### src/rtl/burst_pkg.sv
// Package: shared types for the burst address generator.
// Assumes: the beat counter width is fixed at two bits (four-beat bursts).
package burst_pkg;
    localparam int BEAT_W = 2;

    typedef enum logic {
        ORD_LINEAR     = 1'b0,
        ORD_INTERLEAVE = 1'b1
    } burst_order_e;
endpackage

### src/rtl/burst_base_reg.sv
// Module: burst_base_reg
// Holds the start address and the beat order captured on a load.
// Assumes: load is already qualified (either strobe); no enable otherwise.
module burst_base_reg
    import burst_pkg::*;
#(
    parameter int ADDR_W = 17
) (
    input  logic              clk,
    input  logic              rst_n,
    input  logic              load,
    input  logic [ADDR_W-1:0] addr_d,
    input  burst_order_e      order_d,
    output logic [ADDR_W-1:0] base_q,
    output burst_order_e      order_q
);
    // Capture start address and order on load, clear on reset.
    always_ff @(posedge clk) begin
        if (!rst_n) begin
            base_q  <= '0;
            order_q <= ORD_LINEAR;
        end else if (load) begin
            base_q  <= addr_d;
            order_q <= order_d;
        end
    end
endmodule

### src/rtl/burst_beat_counter.sv
// Module: burst_beat_counter
// Wrapping beat counter: cleared by load, stepped by advance.
// Assumes: load has priority over advance; the counter wraps freely.
module burst_beat_counter #(
    parameter int CNT_W = 2
) (
    input  logic             clk,
    input  logic             rst_n,
    input  logic             load,
    input  logic             advance,
    output logic [CNT_W-1:0] cnt_q,
    output logic             at_last
);
    // Clear on reset or load, increment modulo 2**CNT_W on advance.
    always_ff @(posedge clk) begin
        if (!rst_n || load) begin
            cnt_q <= '0;
        end else if (advance) begin
            cnt_q <= cnt_q + 1'b1;
        end
    end

    // Flag the final beat of the burst.
    always_comb at_last = &cnt_q;
endmodule

### src/rtl/burst_order_map.sv
// Module: burst_order_map
// Maps the start low bits and the beat number to the low address bits.
// Assumes: purely combinational; the order value is held stable per burst.
module burst_order_map
    import burst_pkg::*;
#(
    parameter int CNT_W = 2
) (
    input  logic [CNT_W-1:0] start_lo,
    input  logic [CNT_W-1:0] beat,
    input  burst_order_e     order,
    output logic [CNT_W-1:0] addr_lo
);
    logic [CNT_W-1:0] lin_lo;
    logic [CNT_W-1:0] ilv_lo;

    // Linear order: modular add of the beat number.
    always_comb lin_lo = start_lo + beat;

    // Interleaved order: per-bit XOR of the beat number.
    for (genvar i = 0; i < CNT_W; i++) begin : g_ilv
        assign ilv_lo[i] = start_lo[i] ^ beat[i];
    end

    // Pick the order captured at load.
    always_comb addr_lo = (order == ORD_INTERLEAVE) ? ilv_lo : lin_lo;
endmodule

### src/rtl/burst_addr_gen.sv
// Module: burst_addr_gen (top)
// Generates per-beat addresses for four-beat bursts in linear or
// interleaved order; loads on either active-low strobe.
// Assumes: all control inputs are synchronous to clk; ADDR_W > 2.
module burst_addr_gen
    import burst_pkg::*;
#(
    parameter int ADDR_W = 17
) (
    input  logic              clk,
    input  logic              rst_n,
    input  logic              ads_proc_n,
    input  logic              ads_ctrl_n,
    input  logic              adv_n,
    input  logic              mode_ilv,
    input  logic [ADDR_W-1:0] addr_in,
    output logic [ADDR_W-1:0] addr_out,
    output logic              last_beat
);
    localparam int HI_W = ADDR_W - BEAT_W;

    logic              load;
    logic              advance;
    logic [ADDR_W-1:0] base_q;
    burst_order_e      order_q;
    logic [BEAT_W-1:0] beat_q;
    logic [BEAT_W-1:0] lo_bits;

    // Either strobe loads; advance only applies when there is no load.
    always_comb begin
        load    = !ads_proc_n || !ads_ctrl_n;
        advance = !adv_n && !load;
    end

    burst_base_reg #(.ADDR_W(ADDR_W)) base_i (
        .clk     (clk),
        .rst_n   (rst_n),
        .load    (load),
        .addr_d  (addr_in),
        .order_d (burst_order_e'(mode_ilv)),
        .base_q  (base_q),
        .order_q (order_q)
    );

    burst_beat_counter #(.CNT_W(BEAT_W)) cnt_i (
        .clk     (clk),
        .rst_n   (rst_n),
        .load    (load),
        .advance (advance),
        .cnt_q   (beat_q),
        .at_last (last_beat)
    );

    burst_order_map #(.CNT_W(BEAT_W)) map_i (
        .start_lo (base_q[BEAT_W-1:0]),
        .beat     (beat_q),
        .order    (order_q),
        .addr_lo  (lo_bits)
    );

    // Upper bits come straight from the captured base.
    always_comb addr_out = {base_q[ADDR_W-1 -: HI_W], lo_bits};
endmodule

### config.mk
export PLATFORM = sky130hd
export DESIGN_NAME = burst_addr_gen
export DESIGN_NICKNAME = d
export VERILOG_FILES = /design/src/rtl/burst_pkg.sv /design/src/rtl/burst_base_reg.sv /design/src/rtl/burst_beat_counter.sv /design/src/rtl/burst_order_map.sv /design/src/rtl/burst_addr_gen.sv
export SDC_FILE = /design/constraint.sdc
export NUM_CORES = 1
export LEC_CHECK = 0
export ABC_AREA = 1
export BUFFER_PORTS_ARGS = -buffer_cell sky130_fd_sc_hd__buf_2
export CORE_MARGIN = 10
export CORE_UTILIZATION = 45
export DETAILED_ROUTE_END_ITERATION = 10
export PLACE_DENSITY = 0.85
export SLEW_MARGIN = 20
export SYNTH_ARGS = -nofsm -noshare
export SYNTH_HDL_FRONTEND = slang
export SYNTH_SLANG_ARGS = --single-unit
### constraint.sdc
create_clock -name clk -period 1.4 [get_ports clk]
set_input_delay 0 -clock clk [delete_from_list [all_inputs] [get_ports clk]]
set_output_delay 0 -clock clk [all_outputs]
set_load 0.1 [all_outputs]
==> impl_metrics.toml, run 1 <==
[detailed_routing]
ant_nets = 0
dr.pass1.iters = 4
finalWirelength_um = 2470
wl_per_cell_um = 12.8
vias = 878
drc = 0
drt-vias-per-instance = 4.57
first_iter_violations = 48

[critical_path]
cp_cell_sequence = "ha_1 -> buf_2"
cp-start-kind = "flop"
cpPeakStageDelay_ns = 0.42
critPathSlowestCell = "buf_2"
arrival_ns = 1.34
crit_type = "flop to output pin"
crit_family = "buffers and inverters"
required_ns = 1.40
cp_max_fo = 3
cp.buffers_inverters = 1
endpoint_kind = "output pin"

[yosys]
syn-num-nets = 147
syn_area_um2 = 930
synth_edf_count = 0
synth_commonest_cells = "41 x nor2_1, 20 x dfxtp_1, 16 x buf_4, 16 x o21ai_0"
yosysMostFrequentCell = "nor2_1"
ys_seq_elements = 20
synth_top_area_share_pct = 43.1
synthTopCellsByArea = "dfxtp_1 43%, nor2_1 17%, buf_4 13%"
yosys.area.top_type = "dfxtp_1"
yosysSeqAreaShare_pct = 43.1
synth-main-ff-cell = "dfxtp_1"
synth_cell_types = 18
yosysWarnings = 0
synth_cells = 122
avgSynthCellArea_um2 = 7.62
synth-async-reset-ratio_pct = 0

[clocking]
cts_sinks = 20
cts_tree = "built"
htreeDepth = 1
clk_path_buf_depth = 2
clkLatencyLatePin_ns = 0.29
cts.clk_slew.worst_paths_ns = 0.12
cts_root_buf = "clkbuf_4"
cts_buffers = 3

[floorplanning]
dieArea_um2 = 4280
fp-row-count = 16
core-area_um2 = 1960
die_h_um = 65.5
die_width_um = 65.5
num_io_pins = 41
start_util_pct = 47.4

[outcome]
status = "complete, no violations"

[grt]
antenna_found_initial = 0
overflow = 0
grt_pass1_vias = 856
grt_max_degree = 22
grt_pass1_wl_um = 3990
gr-usage-all-layers_pct = 11.6

[timing]
max_freq_ghz = 0.748
slew_headroom_pct = 67.1
worst_pin_slew_ns = 0.496
drv_slew = 0
period_share_pct = 95.4
skew_ns = 0.00000289
whs_ns = 0.0777
setup_viol = 0
hold_viol_final = 0
finalSetupTns_ns = 0
finalCriticalPeriod_ns = 1.34
rsz0062_at_grt = "no"

[pwr]
leakage_nw = 0.632
p_per_area_nw_per_um2 = 1250
max-vdd-ir-drop_mv = 0.736

[placed_design]
routabilityCongestion = 0.698
io_buffers = 40
post-dp-hpwl_um = 1540

[final_layout]
area_delta_synth_final_pct = 35.9
fin_nets = 191
layout-drive-gt1-share_pct = 29.7
antennaDiodeCount = 0

[worst_hold_path]
hold_path_class = "input port to flop"

[run]
drv_cap = 0
[placed cells by master (no fill, tap or decap)]
cell type      netlist  routed
inv_1                7       7
dlygate4sd3_1        0      19
buf_12               0       1
nor2_1              41      41
or2_2                1       1
buf_2                0      39
ha_1                 2       2
nand3_1              2       2
nand2_2              1       1
nand2_1              7       7
inv_4                1       1
dfxtp_2              0       1
bufinv_16            0       1
o21ai_0             16      16
o21ai_1              2       2
xor2_1               1       1
nor2_4               1       1
clkbuf_4             1       3
dfxtp_1             20      19
[kinds of logic (layout without fill, tap and decap cells)]
group,count (synthesis),count (layout),synth area share (%)
compound gates,18,18,9.69
xor+xnor,1,1,0.942
fa+ha+maj,2,2,2.69
buf+inv,28,71,20.6
flops,20,20,43.1
simple gates,53,53,23.0
[report_power, final]
part | leakage, nW | total [mW] | switching (mW) | internal [mW]
combinational | 0.438 | 0.474 | 0.357 | 0.118
sequential | 0.167 | 0.628 | 0.0200 | 0.608
clock | 0.0279 | 0.475 | 0.186 | 0.289
total | 0.632 | 1.58 | 0.562 | 1.01
[path summary, 6_finish.rpt]
| path | from | endpoint | slack [ns] | depth (start not counted) |
|---|---|---|---|---|
| worst max-delay path | cnt_i.cnt_q[0]$_SDFFE_PP0P_ | addr_out[0] | 0.06 | 2 |
| worst min-delay path | rst_n | base_i.base_q[14]$_SDFFE_PN0P_ | 0.08 | 3 |
| worst max register to register | cnt_i.cnt_q[1]$_SDFFE_PP0P_ | cnt_i.cnt_q[1]$_SDFFE_PP0P_ | 0.25 | 4 |
| worst min register to register | base_i.base_q[12]$_SDFFE_PN0P_ | base_i.base_q[12]$_SDFFE_PN0P_ | 0.53 | 2 |
[state kept, by name, summed over array words and instances, names as in the netlist]
signal and flops:
base_i.base_q 17, base_i.order_q 1, cnt_i.cnt_q 2
[worst reg2reg max path, stage by stage, from the launching register on]
cell,delay (ns)
dfxtp_1,0.41
ha_1,0.25
or2_2,0.30
nand2_1,0.07
nor2_1,0.04
[metal layers]
| metal | vias to the layer above | global-route usage (%) | routed length [um] |
|---|---|---|---|
| met5 | - | 0 | 0 |
| met4 | 0 | 4.01 | 0 |
| met3 | 0 | 5.59 | 264 |
| met2 | 38 | 20.4 | 1180 |
| met1 | 392 | 11.9 | 1020 |
| li1 | 448 | - | - |
[cell type report]
type | instances | area [um2]
Fill cell | 161 | 698
Timing Repair Buffer | 59 | 405
Sequential cell | 20 | 402
Multi-Input combinational cell | 74 | 338
Tap cell | 27 | 33.8
Inverter | 8 | 32.5
Clock inverter | 1 | 30.0
Clock buffer | 3 | 22.5
[repair_timing]
item / 4_1_cts / 5_1_grt
resized for setup: 0 / 1
hold buffers: 19 / 0
endpoints found under the hold margin: 19 / 0
buffers inserted: 0 / 0
setup endpoints to repair: 0 / 2
[metrics by stage]
step / area [um2] / instances / worst slack (ns) / utilization, % / total power [mW]
floorplan: 930 / 122 / 0.125 / - / 1.03
global placement: 1020 / 169 / 0.312 / 52.0 / 1.06
detailed placement: 1020 / 169 / 0.265 / 52.0 / 1.07
CTS: 1260 / 192 / 0.0278 / 64.3 / 1.59
global route: 1260 / 192 / 0.00439 / 64.4 / 1.65
finish: 1260 / 192 / 0.0637 / 64.4 / 1.58
Power figures use the tool's default switching activity.
==> run 2: changes to the inputs <==
--- a/config.mk
+++ b/config.mk
@@ -7,10 +7,12 @@
 export LEC_CHECK = 0
 export ABC_AREA = 1
 export BUFFER_PORTS_ARGS = -buffer_cell sky130_fd_sc_hd__buf_2
+export CELL_PAD_IN_SITES_DETAIL_PLACEMENT = 0
+export CELL_PAD_IN_SITES_GLOBAL_PLACEMENT = 1
 export CORE_MARGIN = 10
-export CORE_UTILIZATION = 45
+export CORE_UTILIZATION = 34
 export DETAILED_ROUTE_END_ITERATION = 10
-export PLACE_DENSITY = 0.85
+export PLACE_DENSITY = 0.9
 export SLEW_MARGIN = 20
 export SYNTH_ARGS = -nofsm -noshare
 export SYNTH_HDL_FRONTEND = slang
==> constraint.sdc (replaced) <==
create_clock -name clk -period 1.65 [get_ports clk]
set_input_delay 0 -clock clk [delete_from_list [all_inputs] [get_ports clk]]
set_output_delay 0 -clock clk [all_outputs]
set_load 0.1 [all_outputs]
==> run 2 against run 1 <==
Net effect:
- cell count is 1.6% higher
- hold slack improved by 0.00075 ns
- critical path depth increased by 5
- sequential cell count unchanged
- largest power group unchanged
==> impl_metrics.toml, run 2 (synthesized netlist as in run 1, its figures left out) <==
[critical_path]
arrival_ns = 1.52
cp.buffers_inverters = 3
required_ns = 1.65
cpPeakStageDelay_ns = 0.41
crit_family = "buffers and inverters"
critPathSlowestCell = "buf_2"
crit_type = "flop to output pin"
endpoint_kind = "output pin"
cp-start-kind = "flop"
cp_cell_sequence = "ha_1 -> inv_1 -> nor2_1 -> nand3_1 -> nand2_1 -> inv_1 -> buf_2"
cpMostUsedCell = "inv_1"
cp_max_fo = 3

[pwr]
max-vdd-ir-drop_mv = 0.788
p_per_area_nw_per_um2 = 1060
comb_power_share_pct = 29.8
clkPwrFrac_pct = 30.0
swShare_pct = 35.5
p_int_uw = 854
leakage_nw = 0.628
switching_power_uw = 471
pwr-share-seq_pct = 40.2

[run]
drv_cap = 0

[final_layout]
regMostFlops = "base_i.base_q"
largestRegisters = "base_i.base_q (17), cnt_i.cnt_q (2), base_i.order_q (1)"
fin_nets = 191
final_cell_mix = "41 x nor2_1, 40 x buf_2, 20 x dfxtp_1, 19 x dlygate4sd3_1, 16 x o21ai_0"
mostFrequentLayoutCell = "nor2_1"
design_area_um2 = 1250
layout.cells.non_filler = 195
antennaDiodeCount = 0
layout-drive-gt1-share_pct = 29.1
fill_cells = 253
area_delta_synth_final_pct = 34.6
largest_register_ffs = 17

[detailed_routing]
drt-vias-per-instance = 4.27
vias = 833
finalWirelength_um = 2470
dr.pass1.iters = 4
drc = 0
ant_nets = 0
wl_per_cell_um = 12.7
first_iter_violations = 12

[clocking]
postCtsSetupBuffers = 0
cts_tree = "built"
cts_resized = 0
cts_sinks = 20
cts_root_buf = "clkbuf_4"
cts_buffers = 3
cts.clk_slew.worst_paths_ns = 0.12
clk_path_buf_depth = 2
htreeDepth = 1
clkLatencyLatePin_ns = 0.30

[timing]
hold_viol_final = 0
setup_viol = 0
slew_headroom_pct = 67.3
whs_ns = 0.0785
drv_slew = 0
max_freq_ghz = 0.659
worst_pin_slew_ns = 0.493
setup_ws_ns = 0.132
skew_ns = 0.000109
rsz0062_at_grt = "no"
finalSetupTns_ns = 0
finalCriticalPeriod_ns = 1.52
period_share_pct = 92.0

[grt]
gr-usage-all-layers_pct = 9.54
overflow = 0
grt_pass1_vias = 887
antenna_found_initial = 0
grt_max_degree = 22
grt_pass1_wl_um = 4100

[outcome]
status = "complete, no violations"

[floorplanning]
die_width_um = 72.3
num_io_pins = 41
start_util_pct = 36.5
dieArea_um2 = 5230
die_h_um = 72.3
core-area_um2 = 2540
fp-row-count = 18

[worst_hold_path]
hold_path_class = "input port to flop"

[placed_design]
io_buffers = 40
placed_cell_area_um2 = 1010
post-dp-hpwl_um = 1640
routabilityCongestion = 0.701
post-place-ws_ns = 0.469
placed_cells = 172
## run 2: cell types whose count changed in the layout (fill, tap and decap cells not counted)
cell / before / now
buf_12: 1 / 0
buf_2: 39 / 40
dfxtp_1: 19 / 20
dfxtp_2: 1 / 0
## run 2: timing repair
| item | CTS | global route |
|---|---|---|
| hold buffers | 19 | 0 |
| endpoints found under the setup margin | 0 | 0 |
| hold endpoints to repair | 20 | 0 |
## run 2: area by class of cell
class,count,area [um2],share of cell area [%]
clock inverter,1,30.0,2.40
timing repair buffer,59,390,31.2
multi-input combinational,74,338,27.0
tap,30,37.5,3.00
clock buffer,3,22.5,1.80
inverter,8,32.5,2.60
sequential,20,400,32.0
## run 2: stage by stage
stage                     utilization [%]  power, mW
after global placement               39.6      0.898
after detailed placement             39.6      0.903
after floorplan                         -      0.878
after CTS                            49.2       1.34
after global routing                 49.2       1.39
final                                49.2       1.33
## run 2: final timing paths
kind | start | endpoint | slack [ns] | cells after the start
max | cnt_i.cnt_q[0]$_SDFFE_PP0P_ | addr_out[1] | 0.13 | 7
min | rst_n | base_i.base_q[8]$_SDFFE_PN0P_ | 0.08 | 3
max reg2reg | cnt_i.cnt_q[1]$_SDFFE_PP0P_ | cnt_i.cnt_q[1]$_SDFFE_PP0P_ | 0.52 | 4
min reg2reg | base_i.base_q[7]$_SDFFE_PN0P_ | base_i.base_q[7]$_SDFFE_PN0P_ | 0.52 | 2
## run 2: power by group through the flow
stage               Clock, mW  Sequential [mW]  Combinational [mW]
floorplan                   0            0.539               0.339
global placement            0            0.541               0.357
detailed placement          0            0.543               0.361
CTS                     0.417            0.532               0.395
global route            0.437            0.537               0.419
finish                  0.398            0.532               0.395
## run 2: metal layers
| layer | wire length, um | up-vias | global-route usage (%) |
|---|---|---|---|
| met3 | 290 | 0 | 5.44 |
| met5 | 0 | - | 0 |
| met2 | 1130 | 31 | 15.5 |
| met1 | 1060 | 354 | 10.4 |
| li1 | - | 448 | - |
| met4 | 0 | 0 | 2.58 |
## run 2: tightest hold or removal path, delay by kind of cell
kind / cells / cell delay [ns]
buf+inv: 1 / 0.20
simple gates: 1 / 0.04
compound gates: 1 / 0.11
